--- config.mk ---
export PLATFORM = sky130hd
export DESIGN_NAME = unaligned_access_seq
export DESIGN_NICKNAME = d
export VERILOG_FILES = /design/src/rtl/useq_pkg.sv /design/src/rtl/useq_plan.sv /design/src/rtl/useq_ctrl.sv /design/src/rtl/useq_lanes.sv /design/src/rtl/useq_gather.sv /design/src/rtl/unaligned_access_seq.sv
export SDC_FILE = /design/constraint.sdc
export NUM_CORES = 1
export LEC_CHECK = 0
export ABC_AREA = 1
export BUFFER_PORTS_ARGS = -buffer_cell sky130_fd_sc_hd__clkbuf_2
export CORE_ASPECT_RATIO = 1.2
export CORE_MARGIN = 4
export CORE_UTILIZATION = 48
export CTS_CLUSTER_SIZE = 40
export DETAILED_ROUTE_END_ITERATION = 8
export HOLD_SLACK_MARGIN = 0.08
export PLACE_DENSITY_LB_ADDON = 0.3
export SYNTH_ARGS = -nofsm -noshare
export SYNTH_HDL_FRONTEND = slang
export SYNTH_SLANG_ARGS = --single-unit
--- constraint.sdc ---
create_clock -name clk -period 2.4 [get_ports clk]
set_clock_uncertainty 0.15 [all_clocks]
set_input_delay 0.24 -clock clk [delete_from_list [all_inputs] [get_ports clk]]
set_output_delay 0.24 -clock clk [all_outputs]
set_load 0.05 [all_outputs]
--- src/rtl/useq_pkg.sv ---
// Shared types for the unaligned access sequencer.
// Assumes a two-lane bus whose lane 0 is the even byte bank.
package useq_pkg;

    // Sequencer phase: idle, first bus cycle, second bus cycle, completion.
    typedef enum logic [1:0] {
        ST_IDLE   = 2'd0,
        ST_FIRST  = 2'd1,
        ST_SECOND = 2'd2,
        ST_DONE   = 2'd3
    } seq_state_e;

    // Per-request access plan derived from address and size.
    typedef struct packed {
        logic split;     // word at odd address: two bus cycles
        logic first_hi;  // high lane is selected in the first cycle
    } lane_plan_t;

endpackage

--- src/rtl/useq_plan.sv ---
// Access planner: decides from the latched address and size whether a
// request needs one or two bus cycles, and which lanes the first cycle uses.
// Purely combinational; assumes addr bit 0 picks the bank.
module useq_plan
    import useq_pkg::*;
#(
    parameter int ADDR_W = 20
) (
    input  logic [ADDR_W-1:0] addr,
    input  logic              is_word,
    output lane_plan_t        plan
);

    // Derive split decision and first-cycle high-lane use.
    always_comb begin
        plan.split    = is_word && addr[0];
        plan.first_hi = is_word || addr[0];
    end

endmodule

--- src/rtl/useq_ctrl.sv ---
// Sequencer control: accepts a request only when idle, latches it, and
// steps through one or two bus cycles followed by a one-clock completion.
// Also records how many bus cycles the request consumed.
module useq_ctrl
    import useq_pkg::*;
#(
    parameter int ADDR_W = 20,
    parameter int DATA_W = 16
) (
    input  logic              clk,
    input  logic              rst_n,
    input  logic              req_valid,
    input  logic              req_is_word,
    input  logic              req_write,
    input  logic [ADDR_W-1:0] req_addr,
    input  logic [DATA_W-1:0] req_wdata,
    input  logic              split,
    output seq_state_e        state,
    output logic [ADDR_W-1:0] addr_q,
    output logic              word_q,
    output logic              write_q,
    output logic [DATA_W-1:0] wdata_q,
    output logic [1:0]        cyc_count
);

    // Phase register, request capture and cycle tally.
    always_ff @(posedge clk) begin
        if (!rst_n) begin
            state     <= ST_IDLE;
            addr_q    <= '0;
            word_q    <= 1'b0;
            write_q   <= 1'b0;
            wdata_q   <= '0;
            cyc_count <= 2'd0;
        end else begin
            case (state)
                ST_IDLE: begin
                    if (req_valid) begin
                        addr_q    <= req_addr;
                        word_q    <= req_is_word;
                        write_q   <= req_write;
                        wdata_q   <= req_wdata;
                        cyc_count <= 2'd0;
                        state     <= ST_FIRST;
                    end
                end
                ST_FIRST: begin
                    cyc_count <= 2'd1;
                    state     <= split ? ST_SECOND : ST_DONE;
                end
                ST_SECOND: begin
                    cyc_count <= 2'd2;
                    state     <= ST_DONE;
                end
                default: state <= ST_IDLE;
            endcase
        end
    end

    // Request fields must not move while a request is in flight.
    assert_hold_while_busy_R9: assert property (@(posedge clk) disable iff (!rst_n)
        (state != ST_IDLE) |=> $stable(addr_q) && $stable(wdata_q) && $stable(write_q));

    // A split request always runs a second cycle right after the first.
    assert_split_runs_twice_R2: assert property (@(posedge clk) disable iff (!rst_n)
        (state == ST_FIRST && split) |=> (state == ST_SECOND));

endmodule

--- src/rtl/useq_lanes.sv ---
// Lane driver: forms the bus address, high-lane select and per-lane write
// data for the current phase. Lane 0 is the even bank, lane 1 the odd bank.
// The second cycle of a split word uses the next byte address.
module useq_lanes
    import useq_pkg::*;
#(
    parameter int ADDR_W = 20,
    parameter int LANE_W = 8
) (
    input  logic                clk,
    input  logic                rst_n,
    input  seq_state_e          state,
    input  logic [ADDR_W-1:0]   addr_q,
    input  logic [2*LANE_W-1:0] wdata_q,
    input  lane_plan_t          plan,
    output logic                bus_cyc,
    output logic [ADDR_W-1:0]   bus_addr,
    output logic                bus_hi_sel,
    output logic [2*LANE_W-1:0] bus_wdata
);

    localparam int NUM_LANES = 2;

    logic in_first;
    logic in_second;

    // Phase decode, address selection and high-lane select.
    always_comb begin
        in_first   = (state == ST_FIRST);
        in_second  = (state == ST_SECOND);
        bus_cyc    = in_first || in_second;
        bus_addr   = in_second ? (addr_q + ADDR_W'(1)) : addr_q;
        bus_hi_sel = in_first && plan.first_hi;
    end

    // Per-lane write data: each lane picks a request byte or stays zero.
    for (genvar g = 0; g < NUM_LANES; g++) begin : g_lane
        logic en;
        logic take_hi;
        if (g == 0) begin : g_even
            assign en      = bus_cyc && !bus_addr[0];
            assign take_hi = in_second;
        end else begin : g_odd
            assign en      = bus_hi_sel;
            assign take_hi = in_first && plan.first_hi && !addr_q[0];
        end
        assign bus_wdata[g*LANE_W +: LANE_W] =
            !en     ? '0 :
            take_hi ? wdata_q[2*LANE_W-1:LANE_W] : wdata_q[LANE_W-1:0];
    end

    // Every bus cycle selects at least one lane.
    assert_lane_selected_R7: assert property (@(posedge clk) disable iff (!rst_n)
        bus_cyc |-> (bus_hi_sel || !bus_addr[0]));

    // Unselected lanes carry no data.
    assert_idle_lane_quiet_R7: assert property (@(posedge clk) disable iff (!rst_n)
        (bus_cyc && bus_addr[0]) |-> (bus_wdata[LANE_W-1:0] == '0));

endmodule

--- src/rtl/useq_gather.sv ---
// Read gatherer: captures bus read data at the end of each bus cycle and
// builds the request result. Bytes are zero-extended; a split word takes
// its low byte from the high lane of cycle one and its high byte from the
// low lane of cycle two. Writes leave the result untouched.
module useq_gather
    import useq_pkg::*;
#(
    parameter int LANE_W = 8
) (
    input  logic                clk,
    input  logic                rst_n,
    input  seq_state_e          state,
    input  logic                write_q,
    input  logic                addr0,
    input  lane_plan_t          plan,
    input  logic [2*LANE_W-1:0] bus_rdata,
    output logic [2*LANE_W-1:0] rd_data
);

    logic [LANE_W-1:0] lo_lane;
    logic [LANE_W-1:0] hi_lane;
    logic              both_lanes;

    // Split incoming read data into lanes.
    always_comb begin
        lo_lane    = bus_rdata[LANE_W-1:0];
        hi_lane    = bus_rdata[2*LANE_W-1:LANE_W];
        both_lanes = plan.first_hi && !addr0;
    end

    // Result register updated per read bus cycle.
    always_ff @(posedge clk) begin
        if (!rst_n) begin
            rd_data <= '0;
        end else if (!write_q) begin
            if (state == ST_FIRST) begin
                if (both_lanes) rd_data <= bus_rdata;
                else            rd_data <= {{LANE_W{1'b0}}, (addr0 ? hi_lane : lo_lane)};
            end else if (state == ST_SECOND) begin
                rd_data[2*LANE_W-1:LANE_W] <= lo_lane;
            end
        end
    end

    // The second cycle fills only the upper result byte.
    assert_second_keeps_low_R3: assert property (@(posedge clk) disable iff (!rst_n)
        (state == ST_SECOND) |=> $stable(rd_data[LANE_W-1:0]));

endmodule

--- src/rtl/unaligned_access_seq.sv ---
// Top of the unaligned access sequencer. Accepts one byte or word request
// at a time and runs it as one or two bus cycles on a two-bank bus.
// Assumes the memory answers reads in the same clock and writes at the
// clock edge that ends the cycle.
module unaligned_access_seq
    import useq_pkg::*;
#(
    parameter int ADDR_W = 20,
    parameter int LANE_W = 8
) (
    input  logic                clk,
    input  logic                rst_n,
    input  logic                req_valid,
    output logic                req_ready,
    input  logic                req_is_word,
    input  logic                req_write,
    input  logic [ADDR_W-1:0]   req_addr,
    input  logic [2*LANE_W-1:0] req_wdata,
    output logic                done,
    output logic [2*LANE_W-1:0] rd_data,
    output logic [1:0]          cyc_count,
    output logic                bus_cyc,
    output logic                bus_we,
    output logic [ADDR_W-1:0]   bus_addr,
    output logic                bus_hi_sel,
    output logic [2*LANE_W-1:0] bus_wdata,
    input  logic [2*LANE_W-1:0] bus_rdata
);

    localparam int DATA_W = 2 * LANE_W;

    seq_state_e        state;
    logic [ADDR_W-1:0] addr_q;
    logic              word_q;
    logic              write_q;
    logic [DATA_W-1:0] wdata_q;
    lane_plan_t        plan;

    useq_plan #(.ADDR_W(ADDR_W)) u_plan (
        .addr    (addr_q),
        .is_word (word_q),
        .plan    (plan)
    );

    useq_ctrl #(.ADDR_W(ADDR_W), .DATA_W(DATA_W)) u_ctrl (
        .clk         (clk),
        .rst_n       (rst_n),
        .req_valid   (req_valid),
        .req_is_word (req_is_word),
        .req_write   (req_write),
        .req_addr    (req_addr),
        .req_wdata   (req_wdata),
        .split       (plan.split),
        .state       (state),
        .addr_q      (addr_q),
        .word_q      (word_q),
        .write_q     (write_q),
        .wdata_q     (wdata_q),
        .cyc_count   (cyc_count)
    );

    useq_lanes #(.ADDR_W(ADDR_W), .LANE_W(LANE_W)) u_lanes (
        .clk        (clk),
        .rst_n      (rst_n),
        .state      (state),
        .addr_q     (addr_q),
        .wdata_q    (wdata_q),
        .plan       (plan),
        .bus_cyc    (bus_cyc),
        .bus_addr   (bus_addr),
        .bus_hi_sel (bus_hi_sel),
        .bus_wdata  (bus_wdata)
    );

    useq_gather #(.LANE_W(LANE_W)) u_gather (
        .clk       (clk),
        .rst_n     (rst_n),
        .state     (state),
        .write_q   (write_q),
        .addr0     (addr_q[0]),
        .plan      (plan),
        .bus_rdata (bus_rdata),
        .rd_data   (rd_data)
    );

    // Handshake and write strobe decode.
    always_comb begin
        req_ready = (state == ST_IDLE);
        done      = (state == ST_DONE);
        bus_we    = bus_cyc && write_q;
    end

    // Completion is a single-clock pulse.
    assert_done_single_R8: assert property (@(posedge clk) disable iff (!rst_n)
        done |=> !done);

    // Completion follows directly on the last bus cycle.
    assert_done_after_bus_R8: assert property (@(posedge clk) disable iff (!rst_n)
        done |-> ($past(bus_cyc) && !bus_cyc));

    // No request is taken while a bus cycle runs.
    assert_busy_not_ready_R9: assert property (@(posedge clk) disable iff (!rst_n)
        bus_cyc |-> !req_ready);

    // Reported cycle count is one or two.
    assert_count_range_R10: assert property (@(posedge clk) disable iff (!rst_n)
        done |-> (cyc_count == 2'd1 || cyc_count == 2'd2));

    // The follow-on cycle uses the next byte address, wrapping.
    assert_next_addr_R5: assert property (@(posedge clk) disable iff (!rst_n)
        (bus_cyc && $past(bus_cyc)) |-> (bus_addr == ADDR_W'($past(bus_addr) + 1'b1)));

    // The follow-on cycle uses only the low lane.
    assert_second_low_lane_R3: assert property (@(posedge clk) disable iff (!rst_n)
        (bus_cyc && $past(bus_cyc)) |-> (!bus_hi_sel && !bus_addr[0]));

    // No request runs more than two bus cycles.
    assert_no_third_cycle_R2: assert property (@(posedge clk) disable iff (!rst_n)
        (bus_cyc && $past(bus_cyc)) |=> !bus_cyc);

endmodule

# Yosys cells after proc, flatten, opt, wreduce, memory -nomap -nowiden
# Index checks and enable logic that the tools add are counted.
# op_classes
muxes	14
n_reduce_logical	17
n_addsub	1
n_bitwise	1
eq_ne	4
# ops
op	count
$mux W8	7
$add A20 B1 Y20 const B	1
$mux W20	1
$mux W16	1
$pmux W2 S3	2
$reduce_and A2 Y1	4
$logic_and A1 B1 Y1	6
$eq A2 B2 Y1 const B	2
$mux W2	2
$reduce_bool A3 Y1	1
$eq A2 B1 Y1 const B	1
$logic_not A1 Y1	2
$logic_not A2 Y1	1
$logic_or A1 B1 Y1	2
$ne A2 B2 Y1 const B	1
$reduce_bool A2 Y1	1
$mux W1	1
$not A1 Y1	1
# word_totals
output_inout_bits	59
ff_bits	58

# Longest topological paths before layout
# Gate-level depths: netlist of run 1.
# depth
ltp_word	5
depth_mapped	8
depth_no_buf	8

# Hierarchy
# From an unflattened synthesis of run 1, not the netlist that was laid out.
# hier_totals
cells_unflattened	543
hier_area_um2	3419.5
# by_module_without_submodules
module	instances	cells_per_inst	area_per_inst_um2
useq_ctrl	1	200	1581.5
useq_gather	1	157	904.6
useq_lanes	1	176	895.9
unaligned_access_seq	1	5	18.8
useq_plan	1	5	18.8

# Least setup slack after synthesis of run 1
# Ideal clock, no wire load.
# synth_timing
path_type	reg2out
from	reg u_ctrl.state[0]
to	out bus_wdata[0]
t_arrival_ns	2.543
path_buffers	0
slack_ns	-0.533
path_stages_with_launch	5
path_cell_list	dfxtp_1 inv_1 ha_1 nand3_1 a211oi_1
# synth_via
elab_cells_between_ends	8
# synth_rtl
element	line_no	source
start, declared	useq_ctrl.sv:18	output seq_state_e state,
start signal, assigned	useq_ctrl.sv:49	state <= split ? ST_SECOND : ST_DONE;
$eq A2 B1 Y1 / $eq A2 B2 Y1 (equally long branches)	useq_lanes.sv:29, useq_lanes.sv:30	
$logic_or A1 B1 Y1 *	useq_lanes.sv:31	bus_cyc = in_first || in_second;
named net bus_cyc	unaligned_access_seq.sv:22	output logic bus_cyc,
$logic_and A1 B1 Y1 *	useq_lanes.sv:41	assign en = bus_cyc && !bus_addr[0];
$mux W8 *	useq_lanes.sv:48	!en ? '0 :
end, declared	unaligned_access_seq.sv:26	output logic [2*LANE_W-1:0] bus_wdata,
# The timed path passes the listed nets; every way through them passes the cells marked *.

# Worst setup path after layout of run 1
# layout_timing
from	reg u_ctrl.state[1]
to	reg u_gather.rd_data[10]
# layout_via
elab_chain_len	3
elab_cells_between_ends	5
# layout_lines
element	line_no	source
$eq A2 B2 Y1 / $eq A2 B1 Y1 (equally long branches)	useq_gather.sv:39, useq_gather.sv:36	
$reduce_bool A2 Y1 (no line)	-	
$reduce_and A2 Y1 (no line)	-	
end signal, assigned	useq_gather.sv:37	if (both_lanes) rd_data <= bus_rdata;
end signal, assigned	useq_gather.sv:38	else rd_data <= {{LANE_W{1'b0}}, (addr0 ? hi_lane : lo_lane)};
end signal, assigned by index	useq_gather.sv:40	rd_data[2*LANE_W-1:LANE_W] <= lo_lane;
end, declared	useq_gather.sv:17	output logic [2*LANE_W-1:0] rd_data
# Parallel ways exist; a longest one is shown, timed or not.
# A chain may end at the register's enable or synchronous reset.

==> results.md, run 1 <==
- Htree depth: 3
- CP cell instances: inv_1 -> ha_4 -> inv_1 -> nor2_1 -> buf_4 -> clkinvlp_4 -> a21oi_1 -> a21oi_1 -> dlygate4sd3_1
- Final nets: 667
- GP Congestion: 0.912
- Compound-cell area share of the yosys netlist: 22.7%
- Number of synthesized flops with an enable pin: 0
- Mux cell area share after synthesis: 0%
- GRT Total Usage: 28.1%
- Reg2Reg Depth: 9
- DP Worst Slack: 0.0907 ns
- I/O Pins: 116
- Remaining global-route overflow: 0
- Die Area: 7360 um^2
- WL met2: 5520 um
- Adder-cell area share of the yosys netlist: 2.59%
- Die Wd: 79.0 um
- Asr flop ratio synth: 0%
- Starting Density: 50.5%
- Final setup viols: 0
- YS warnings: 0
- Prevailing post-synth register cell: dfxtp_1
- Outcome: completed
- DR iter-0 viols: 202
- # diodes: 0
- Worst-path clk slew: 0.06 ns
- Top sig layer: met4
- # DRC: 0
- Pre-antenna DRT Iters: 5
- CP endpoint kind: register
- Final setup TNS: 0 ns
- Die Span Y: 93.2 um
- Met1 WL: 3830 um
- Worst Hold Class: input pin to register
- First-pass GRT wire length: 16400 um
- Placement Rows: 30
- Worst-margin pin slew: 0.920 ns
- Worst-path fanout max: 8
- CTS tree: yes
- Port Buffers: 115
- Syn nets: 493
- Via Count: 3704
- Slowest cell on the critical path: dlygate4sd3_1
- Largest family of logic cells by synthesized area: simple AND/OR/NAND/NOR gates
- Drt total wl: 10500 um
- Period utilization: 98.1%
- Max Cap Viol: 0
- Final Hold Slack: 0.0895 ns
- Sequential-to-total area share from yosys stat: 40.0%
- Count of pins over their slew limit: 0
- Crit Path Class: register to register
- Final Total Pwr: 6.12 mW
- VDD IR max: 1.15 mV
- Synth Area in Simple Gates: 24.8%
- Drt wl/cell: 15.2 um
- DR WL met3: 757 um
- Slew HR: 38.5%
- Hold Fails Final Rpt: 0
- Vias in the first global route: 3638
- Syn_area_per_cell: 6.74 um^2
- Seq cells post-synth: 58
- Pleak: 2.06 nW
- Final std cells w/o fill: 688
- Placed Instances: 614
- Synthesized cell area: 2900 um^2
- HPWL Detailed: 6410 um
- Power per cell area: 1350 nW/um^2
- Hold path depth: 3
- Max clock buf depth: 2
- Clk Tree Root Cell: clkbuf_8
- Buf/Inv on CP: 5
- Final setup margin: 0.0463 ns
- Achievable Freq: 0.425 GHz
- Layout area overhead: 56.0%
- CORE AREA: 5740 um^2
- Post-route ant nets: 0
- Via/cell ratio: 5.38
- Startpoint Class: register
- Top delay family on crit path: buffers and inverters
- Layout cells sized above 1: 27.1%
- Total clock sinks: 58
- Clk_lat worst skew: 0.33 ns
- CTS Buf Count: 9
- Req. time, crit path: 2.47 ns
- Critical path data arrival time: 2.42 ns
- Largest net degree at the start of global routing: 59
- Slowest stage delay, CP: 0.55 ns
- Crit. path cell count: 9
- Minimum clock period: 2.35 ns
- Initial antenna violation count: 0
- RSZ-0062 raised after global routing: true
- Synth cell types: 25
- Cells after Synth: 430
- Xor/xnor cell area share of the yosys netlist: 3.02%
[metrics by stage]
stage               cell area (um^2)  util (%)
floorplan                       2950         -
CTS                             4460      77.6
finish                          4520      78.8
detailed placement              3670      63.9
global placement                3670      63.9
global route                    4520      78.8
[placed cells by master (no fill, tap or decap), drive strengths merged]
master,count
a211oi,6
a21oi,42
a31oi,8
and2,1
buf,20
bufinv,1
clkbuf,121
clkinv,1
clkinvlp,1
dfxtp,58
dlygate4sd3,55
ha,6
inv,30
nand2,74
nand3,6
nand3b,3
nand4,4
nor2,88
nor3,3
o21ai,69
o21bai,1
xnor2,4
xor2,6
[area by class of cell]
| class | instances | area, um^2 |
|---|---|---|
| tap | 80 | 100 |
| timing repair buffer | 183 | 1300 |
| multi-input combinational | 321 | 1640 |
| inverter | 31 | 120 |
| clock buffer | 13 | 169 |
| fill | 400 | 1220 |
| clock inverter | 2 | 35.0 |
| sequential | 58 | 1160 |
[worst register-to-register path, stage by stage (launching register included)]
cell	delay (ns)
dfxtp_2	0.37
inv_1	0.11
ha_4	0.33
inv_1	0.06
nor2_1	0.11
buf_4	0.15
clkinvlp_4	0.16
a21oi_1	0.18
a21oi_1	0.08
dlygate4sd3_1	0.55
[state kept, by name, summed over array words and instances (netlist names)]
signal and count:
u_ctrl.write_q 1, u_gather.rd_data 16, u_ctrl.wdata_q 16, u_ctrl.cyc_count 2
u_ctrl.word_q 1, u_ctrl.addr_q 20, u_ctrl.state 2
[Yosys cell counts, types with 2 or more instances]
master,count,area [um^2]
a21oi_1,42,210
clkbuf_1,15,56.3
xor2_1,6,52.6
dfxtp_1,58,1160
nor2_2,2,12.5
buf_2,3,15.0
nand3_1,6,30.0
o21ai_0,65,325
o21ai_1,4,20.0
a31oi_1,8,50.1
inv_1,30,113
nand3b_1,3,22.5
nand2_1,74,278
nor3_1,3,15.0
nor2_1,85,319
xnor2_1,4,35.0
a211oi_1,6,45.0
ha_1,6,75.1
nand4_1,4,25.0
[final timing paths]
check,start,to,slack (ns)
worst max-delay path,u_ctrl.state[1]$_SDFFE_PN0P_,u_gather.rd_data[10]$_SDFFE_PN0P_,0.05
worst min-delay path,req_addr[8],u_ctrl.addr_q[8]$_SDFFE_PN0P_,0.09
worst max register to register,u_ctrl.state[1]$_SDFFE_PN0P_,u_gather.rd_data[10]$_SDFFE_PN0P_,0.05
worst min register to register,u_ctrl.addr_q[16]$_SDFFE_PN0P_,u_ctrl.addr_q[16]$_SDFFE_PN0P_,0.36
[report_power, final]
group / switching (mW) / internal [mW] / leakage (nW)
registers: 0.253 / 1.28 / 0.480
clock network: 0.371 / 0.558 / 0.106
logic: 2.59 / 1.07 / 1.48
[repair_timing]
action	in CTS	in global routing
setup endpoints to repair	20	28
endpoints found under the hold margin	51	0
gates resized for setup	7	15
buffers inserted	0	4
hold buffers	55	0
[per-layer routing]
metal | global-route usage [%] | vias up
met1 | 30.6 | 1704
met4 | 16.0 | 0
met3 | 6.07 | 42
met5 | 0 | -
met2 | 49.9 | 196
li1 | - | 1762
[logic make-up (layout without fill, tap and decap cells)]
logic type                 after synthesis  in the layout
and+or+nand+nor                        179            179
AOI/OAI and AO/OA                      126            126
DFF                                     58             58
buffers and inverters                   51            229
xor gates and xnor gates                10             10
adders and majority gates                6              6
Note: power is estimated with default switching activity, not from simulation.
==> run 2: changes to the inputs <==
--- a/config.mk
+++ b/config.mk
@@ -6,14 +6,15 @@
 export NUM_CORES = 1
 export LEC_CHECK = 0
 export ABC_AREA = 1
-export BUFFER_PORTS_ARGS = -buffer_cell sky130_fd_sc_hd__clkbuf_2
 export CORE_ASPECT_RATIO = 1.2
 export CORE_MARGIN = 4
-export CORE_UTILIZATION = 48
+export CORE_UTILIZATION = 50
 export CTS_CLUSTER_SIZE = 40
 export DETAILED_ROUTE_END_ITERATION = 8
+export DONT_BUFFER_PORTS = 1
 export HOLD_SLACK_MARGIN = 0.08
 export PLACE_DENSITY_LB_ADDON = 0.3
 export SYNTH_ARGS = -nofsm -noshare
 export SYNTH_HDL_FRONTEND = slang
+export SYNTH_HIERARCHICAL = 1
 export SYNTH_SLANG_ARGS = --single-unit
==> results.md, run 2 <==
- Reg2Reg Depth: 9
- Cells after Synth: 543
- Buf/Inv on CP: 3
- Port Buffers: 0
- CORE AREA: 6530 um^2
- Max reg flops: 20
- VDD IR max: 1.05 mV
- Minimum clock period: 2.33 ns
- HPWL Detailed: 6850 um
- Post-route ant nets: 0
- CP cell instances: inv_1 -> ha_2 -> inv_2 -> nand2_1 -> nand3_4 -> a211oi_2 -> buf_4
- Clk_lat worst skew: 0.34 ns
- Worst-margin pin slew: 0.677 ns
- Seq cells post-synth: 58
- RSZ-0062 raised after global routing: true
- Crit. path cell count: 7
- Syn_area_per_cell: 6.30 um^2
- Yosys top cell by area: dfxtp_1
- Die Span Y: 98.6 um
- Number of synthesized flops with an enable pin: 0
- Largest net degree at the start of global routing: 59
- Yosys top cell area share: 34.0%
- Hold path depth: 4
- # DRC: 0
- Slowest stage delay, CP: 0.32 ns
- Vias in the first global route: 3856
- Req. time, crit path: 2.01 ns
- Critical path data arrival time: 1.94 ns
- Dominant cell by count in the synthesized netlist: nor2_1
- Prevailing post-synth register cell: dfxtp_1
- Final setup viols: 0
- Total clock sinks: 58
- Worst-path clk slew: 0.07 ns
- Layout cells sized above 1: 16.3%
- Worst Hold Class: input pin to register
- Final Util: 76.3%
- Synth area leaders: dfxtp_1, nor2_1, nand2_1
- Via/cell ratio: 5.25
- Htree depth: 3
- Commonest cells after routing, fill and taps aside: nor2_1, nand2_1, dlygate4sd3_1, inv_1, dfxtp_1
- CTS Buf Count: 9
- GRT Total Usage: 26.6%
- Final nets: 716
- Period utilization: 97.0%
- Syn nets: 609
- DP Worst Slack: 0.252 ns
- Initial antenna violation count: 0
- DR iter-0 viols: 212
- GP Congestion: 0.845
- Outcome: completed
- Asr flop ratio synth: 0%
- First-pass GRT wire length: 17900 um
- Max Cap Viol: 0
- Layout area overhead: 45.7%
- Remaining global-route overflow: 0
- Dpl cell area: 4060 um^2
- Die Wd: 83.5 um
- Slowest cell on the critical path: dfxtp_1
- Die Area: 8230 um^2
- Worst-path fanout max: 17
- Drt wl/cell: 15.1 um
- Drt total wl: 11200 um
- Count of pins over their slew limit: 0
- Synth cell types: 26
- Top reg by flops: u_ctrl/addr_q
- Pleak: 2.27 nW
- Post-route cell area: 4980 um^2
- Slew HR: 54.8%
- Commonest non-fill, non-tap cell in the layout: nor2_1
- Clk Tree Root Cell: clkbuf_8
- Pre-antenna DRT Iters: 7
- Biggest regs: u_ctrl/addr_q x20, u_ctrl/wdata_q x16, u_gather/rd_data x16
- CTS tree: yes
- Top cells by count, synth: nor2_1, nand2_1, inv_1, dfxtp_1, o21ai_0
- Via Count: 3887
- Starting Density: 52.4%
- Sequential-to-total area share from yosys stat: 34.0%
- Top delay family on crit path: buffers and inverters
- YS warnings: 6
- Final setup margin: 0.0732 ns
- # diodes: 0
- Crit Path Class: register to output pin
- Synthesized cell area: 3420 um^2
- Power per cell area: 1320 nW/um^2
- Startpoint Class: register
- Hold Fails Final Rpt: 0
- Achievable Freq: 0.430 GHz
- Max clock buf depth: 2
- CP endpoint kind: output pin
- Placement Rows: 32
- I/O Pins: 116
run 2: cell count changes in the layout (fill, tap and decap cells not counted), sizes merged, moves of 4 or more:
cell         previous run  this run
a21oi                  42        12
clkbuf                121         9
nor2                   88       155
a31oi                   8         0
dlygate4sd3            55        66
inv                    30        67
nand3                   6        10
buf                    20        50
o21ai                  69        64
nand2                  74       130
xor2                    6         2
run 2: worst min-delay path, stage by stage:
cell and delay, ns:
nand2_2 0.04, buf_4 0.25, o21ai_1 0.16, nor2_1 0.04
run 2: layout make-up:
class	instances	area, um^2
repair buffers	116	1320
fillers	455	1550
multi-input cells	399	1940
inverters	66	250
well taps	85	106
flip-flops and latches	58	1160
clock buffers	9	124
clock inverters	7	78.8
run 2: per-layer routing:
layer  part of all wire, %  global-route usage [%]  vias to the layer above
met3                   7.3                    6.02                       29
met1                    36                    28.0                     1785
li1                      -                       -                     1883
met4                   3.2                    10.3                        0
met2                    53                    50.9                      190
met5                     0                       0                        -
run 2: what timing repair did:
| action | CTS | global route |
|---|---|---|
| hold buffers | 67 | 0 |
| hold endpoints to repair | 58 | 0 |
| setup buffers | 0 | 3 |
| setup endpoints to repair | 8 | 14 |
| pin swaps | 0 | 1 |
| resized for setup | 2 | 1 |
run 2: logic make-up after synthesis:
kind of cell    count (synthesis)  synth area share [%]
compound gates                 83                  12.7
simple gates                  301                  36.9
xor+xnor                        6                  1.54
buf+inv                        86                  11.7
fa+ha+maj                       9                  3.29
flops                          58                  34.0
run 2: path summary, 6_finish.rpt:
path	start	to	slack (ns)
worst min-delay path	req_valid	u_ctrl/addr_q[6]$_SDFFE_PN0P_	0.28
worst max register to register	u_ctrl/state[1]$_SDFFE_PN0P_	u_gather/rd_data[1]$_SDFFE_PN0P_	0.14
worst min register to register	u_ctrl/wdata_q[6]$_SDFFE_PN0P_	u_ctrl/wdata_q[6]$_SDFFE_PN0P_	0.34
worst max-delay path	u_ctrl/state[0]$_SDFFE_PN0P_	bus_wdata[5]	0.07
run 2: per-stage QoR:
| step | hold WS (ns) | std cells | TNS [ns] | total power [mW] |
|---|---|---|---|---|
| 2_1_floorplan | 0.226 | 543 | -1.16 | 4.32 |
| 3_3_place_gp | 0.212 | 654 | 0 | 5.17 |
| 4_1_cts | 0.265 | 737 | 0 | 6.39 |
| 6_report | 0.283 | 740 | 0 | 6.57 |
| 5_1_grt | 0.306 | 740 | -0.0581 | 6.95 |
| 3_5_place_dp | 0.211 | 654 | 0 | 5.27 |
run 2: power breakdown:
part,switching (mW),total [mW],internal (mW)
sequential,0.642,1.92,1.28
combinational,2.39,3.71,1.32
clock,0.451,0.937,0.486
total,3.48,6.57,3.09
==> run 3: changes to the inputs <==
--- a/config.mk
+++ b/config.mk
@@ -7,7 +7,6 @@
 export LEC_CHECK = 0
 export ABC_AREA = 1
 export CORE_ASPECT_RATIO = 1.2
-export CORE_MARGIN = 4
 export CORE_UTILIZATION = 50
 export CTS_CLUSTER_SIZE = 40
 export DETAILED_ROUTE_END_ITERATION = 8
==> results.md, run 3 (same netlist as run 2, synthesis figures left out) <==
- Outcome: completed
- Drt total wl: 10200 um
- Largest net degree at the start of global routing: 59
- Hold path depth: 4
- Pleak: 2.27 nW
- I/O Pins: 116
- Layout cells sized above 1: 16.5%
- Worst-path clk slew: 0.07 ns
- Clock network power share: 12.4%
- GRT Total Usage: 29.9%
- WL met2: 5340 um
- Clk Tree Root Cell: clkbuf_8
- Starting Density: 52.4%
- Die Area: 7180 um^2
- Filler Cell Count: 467
- Final Total Pwr: 6.35 mW
- Crit Path Class: register to output pin
- Die Span Y: 92.6 um
- Worst-margin pin slew: 0.533 ns
- VDD IR max: 0.889 mV
- Req. time, crit path: 2.01 ns
- Reg2Reg Depth: 9
- R2r setup slk: 0.15 ns
- Dpl cell area: 4090 um^2
- Post-route ant nets: 0
- Reg-to-reg critical path startpoint: u_ctrl/state[1]$_SDFFE_PN0P_
- Final setup viols: 0
- Met1 WL: 3920 um
- Via/cell ratio: 5.21
- Internal power: 3.00 mW
- Clk_lat worst skew: 0.33 ns
- Post-route cell area: 4970 um^2
- Initial antenna violation count: 0
- Hold Fails Final Rpt: 0
- Hold Crit Start: req_valid
- DP Worst Slack: 0.450 ns
- Count of pins over their slew limit: 0
- Power per cell area: 1280 nW/um^2
- Htree depth: 3
- Total clock sinks: 58
- Slowest stage delay, CP: 0.33 ns
- NetSw: 3.35 mW
- Top reg by flops: u_ctrl/addr_q
- Commonest cells after routing, fill and taps aside: nor2_1, nand2_1, dlygate4sd3_1, inv_1, dfxtp_1
- Slowest cell on the critical path: dfxtp_1
- Sequential power share: 30.1%
- Final nets: 717
- Final std cells w/o fill: 741
- Pre-antenna DRT Iters: 5
- Layout area overhead: 45.4%
- Period utilization: 95.4%
- Critical path data arrival time: 1.90 ns
- Minimum clock period: 2.29 ns
- Max clock buf depth: 2
- First-pass GRT wire length: 17000 um
- # diodes: 0
- Achievable Freq: 0.437 GHz
- HPWL Detailed: 6530 um
- Remaining global-route overflow: 0
- Drt wl/cell: 13.8 um
- Top sig layer: met4
- CP cell instances: inv_1 -> ha_1 -> inv_2 -> buf_4 -> nor2_1 -> a211oi_2 -> buf_4
- Placed Instances: 656
- Commonest non-fill, non-tap cell in the layout: nor2_1
- DR iter-0 viols: 228
- Via Count: 3862
- Die Wd: 77.5 um
- Worst Hold Class: input pin to register
- Vias in the first global route: 3786
- GP Congestion: 0.932
- Max reg flops: 20
- Worst Hold End: u_ctrl/addr_q[16]$_SDFFE_PN0P_
- Biggest regs: u_ctrl/addr_q x20, u_ctrl/wdata_q x16, u_gather/rd_data x16
- Logic pwr share: 57.5%
- # DRC: 0
- CORE AREA: 6530 um^2
- Port Buffers: 0
- Switching share of total power: 52.8%
- Slew HR: 64.4%
- Worst-path fanout max: 14
- Placement Rows: 32
- Startpoint Class: register
- Final setup margin: 0.109 ns
- CP endpoint kind: output pin
- Max Cap Viol: 0
- DR WL met3: 619 um
- RSZ-0062 raised after global routing: false
- CTS tree: yes
- Crit path top cell by count: buf_4
- CTS Buf Count: 9
- Worst R2R End: u_gather/rd_data[6]$_SDFFE_PN0P_
## run 3: layout make-up
type                    count  area [um^2]  share of cell area (%)
well taps                  85          106                    2.14
inverters                  66          250                    5.03
repair buffers            117         1350                    27.1
flip-flops and latches     58         1160                    23.4
multi-input cells         399         1940                    39.0
clock buffers              11          141                    2.84
clock inverters             5         30.0                   0.604
## run 3: per-layer routing
layer	GRT usage, %	up-vias
met5	0	-
met4	14.6	0
met3	6.60	29
met2	53.9	177
met1	32.7	1768
li1	-	1888
## run 3: metrics by stage
stage               hold WS (ns)  TNS [ns]  utilization [%]
floorplan                  0.226     -1.16                -
global placement           0.224         0             62.7
detailed placement         0.224         0             62.7
CTS                        0.140         0             75.6
global route               0.162         0             76.2
finish                     0.153         0             76.2
## run 3: timing repair
action / 4_1_cts / 5_1_grt
buffers inserted: 0 / 3
resized for setup: 0 / 4
hold buffers: 66 / 0
endpoints found under the hold margin: 58 / 0
setup endpoints to repair: 0 / 17
## run 3: how the worst max path moves through the flow
stage	depth (start not counted)	to	startpoint	slack, ns
after floorplan	5	bus_wdata[0]	u_ctrl/state[0]$_SDFFE_PN0P_	-0.15
after global placement	7	bus_wdata[7]	u_ctrl/state[0]$_SDFFE_PN0P_	0.49
after detailed placement	11	bus_addr[19]	u_ctrl/state[0]$_SDFFE_PN0P_	0.45
after CTS	7	bus_wdata[7]	u_ctrl/state[0]$_SDFFE_PN0P_	0.07
after global routing	7	bus_wdata[4]	u_ctrl/state[0]$_SDFFE_PN0P_	0.01
final	7	bus_wdata[4]	u_ctrl/state[0]$_SDFFE_PN0P_	0.11
## run 3: power groups by stage
stage | registers, mW | clock network (mW) | logic (mW)
CTS | 1.91 | 0.805 | 3.52
finish | 1.91 | 0.786 | 3.65
detailed placement | 1.93 | 0 | 3.35
global placement | 1.92 | 0 | 3.27
global route | 1.96 | 0.859 | 3.95
floorplan | 1.89 | 0 | 2.43
## run 3: critical path, delay by kind of cell, from the launching register on
| kind | cells | cell delay, ns |
|---|---|---|
| AOI/OAI and AO/OA | 1 | 0.22 |
| adders and majority gates | 1 | 0.22 |
| buffers and inverters | 4 | 0.72 |
| DFF | 1 | 0.33 |
| and+or+nand+nor | 1 | 0.07 |
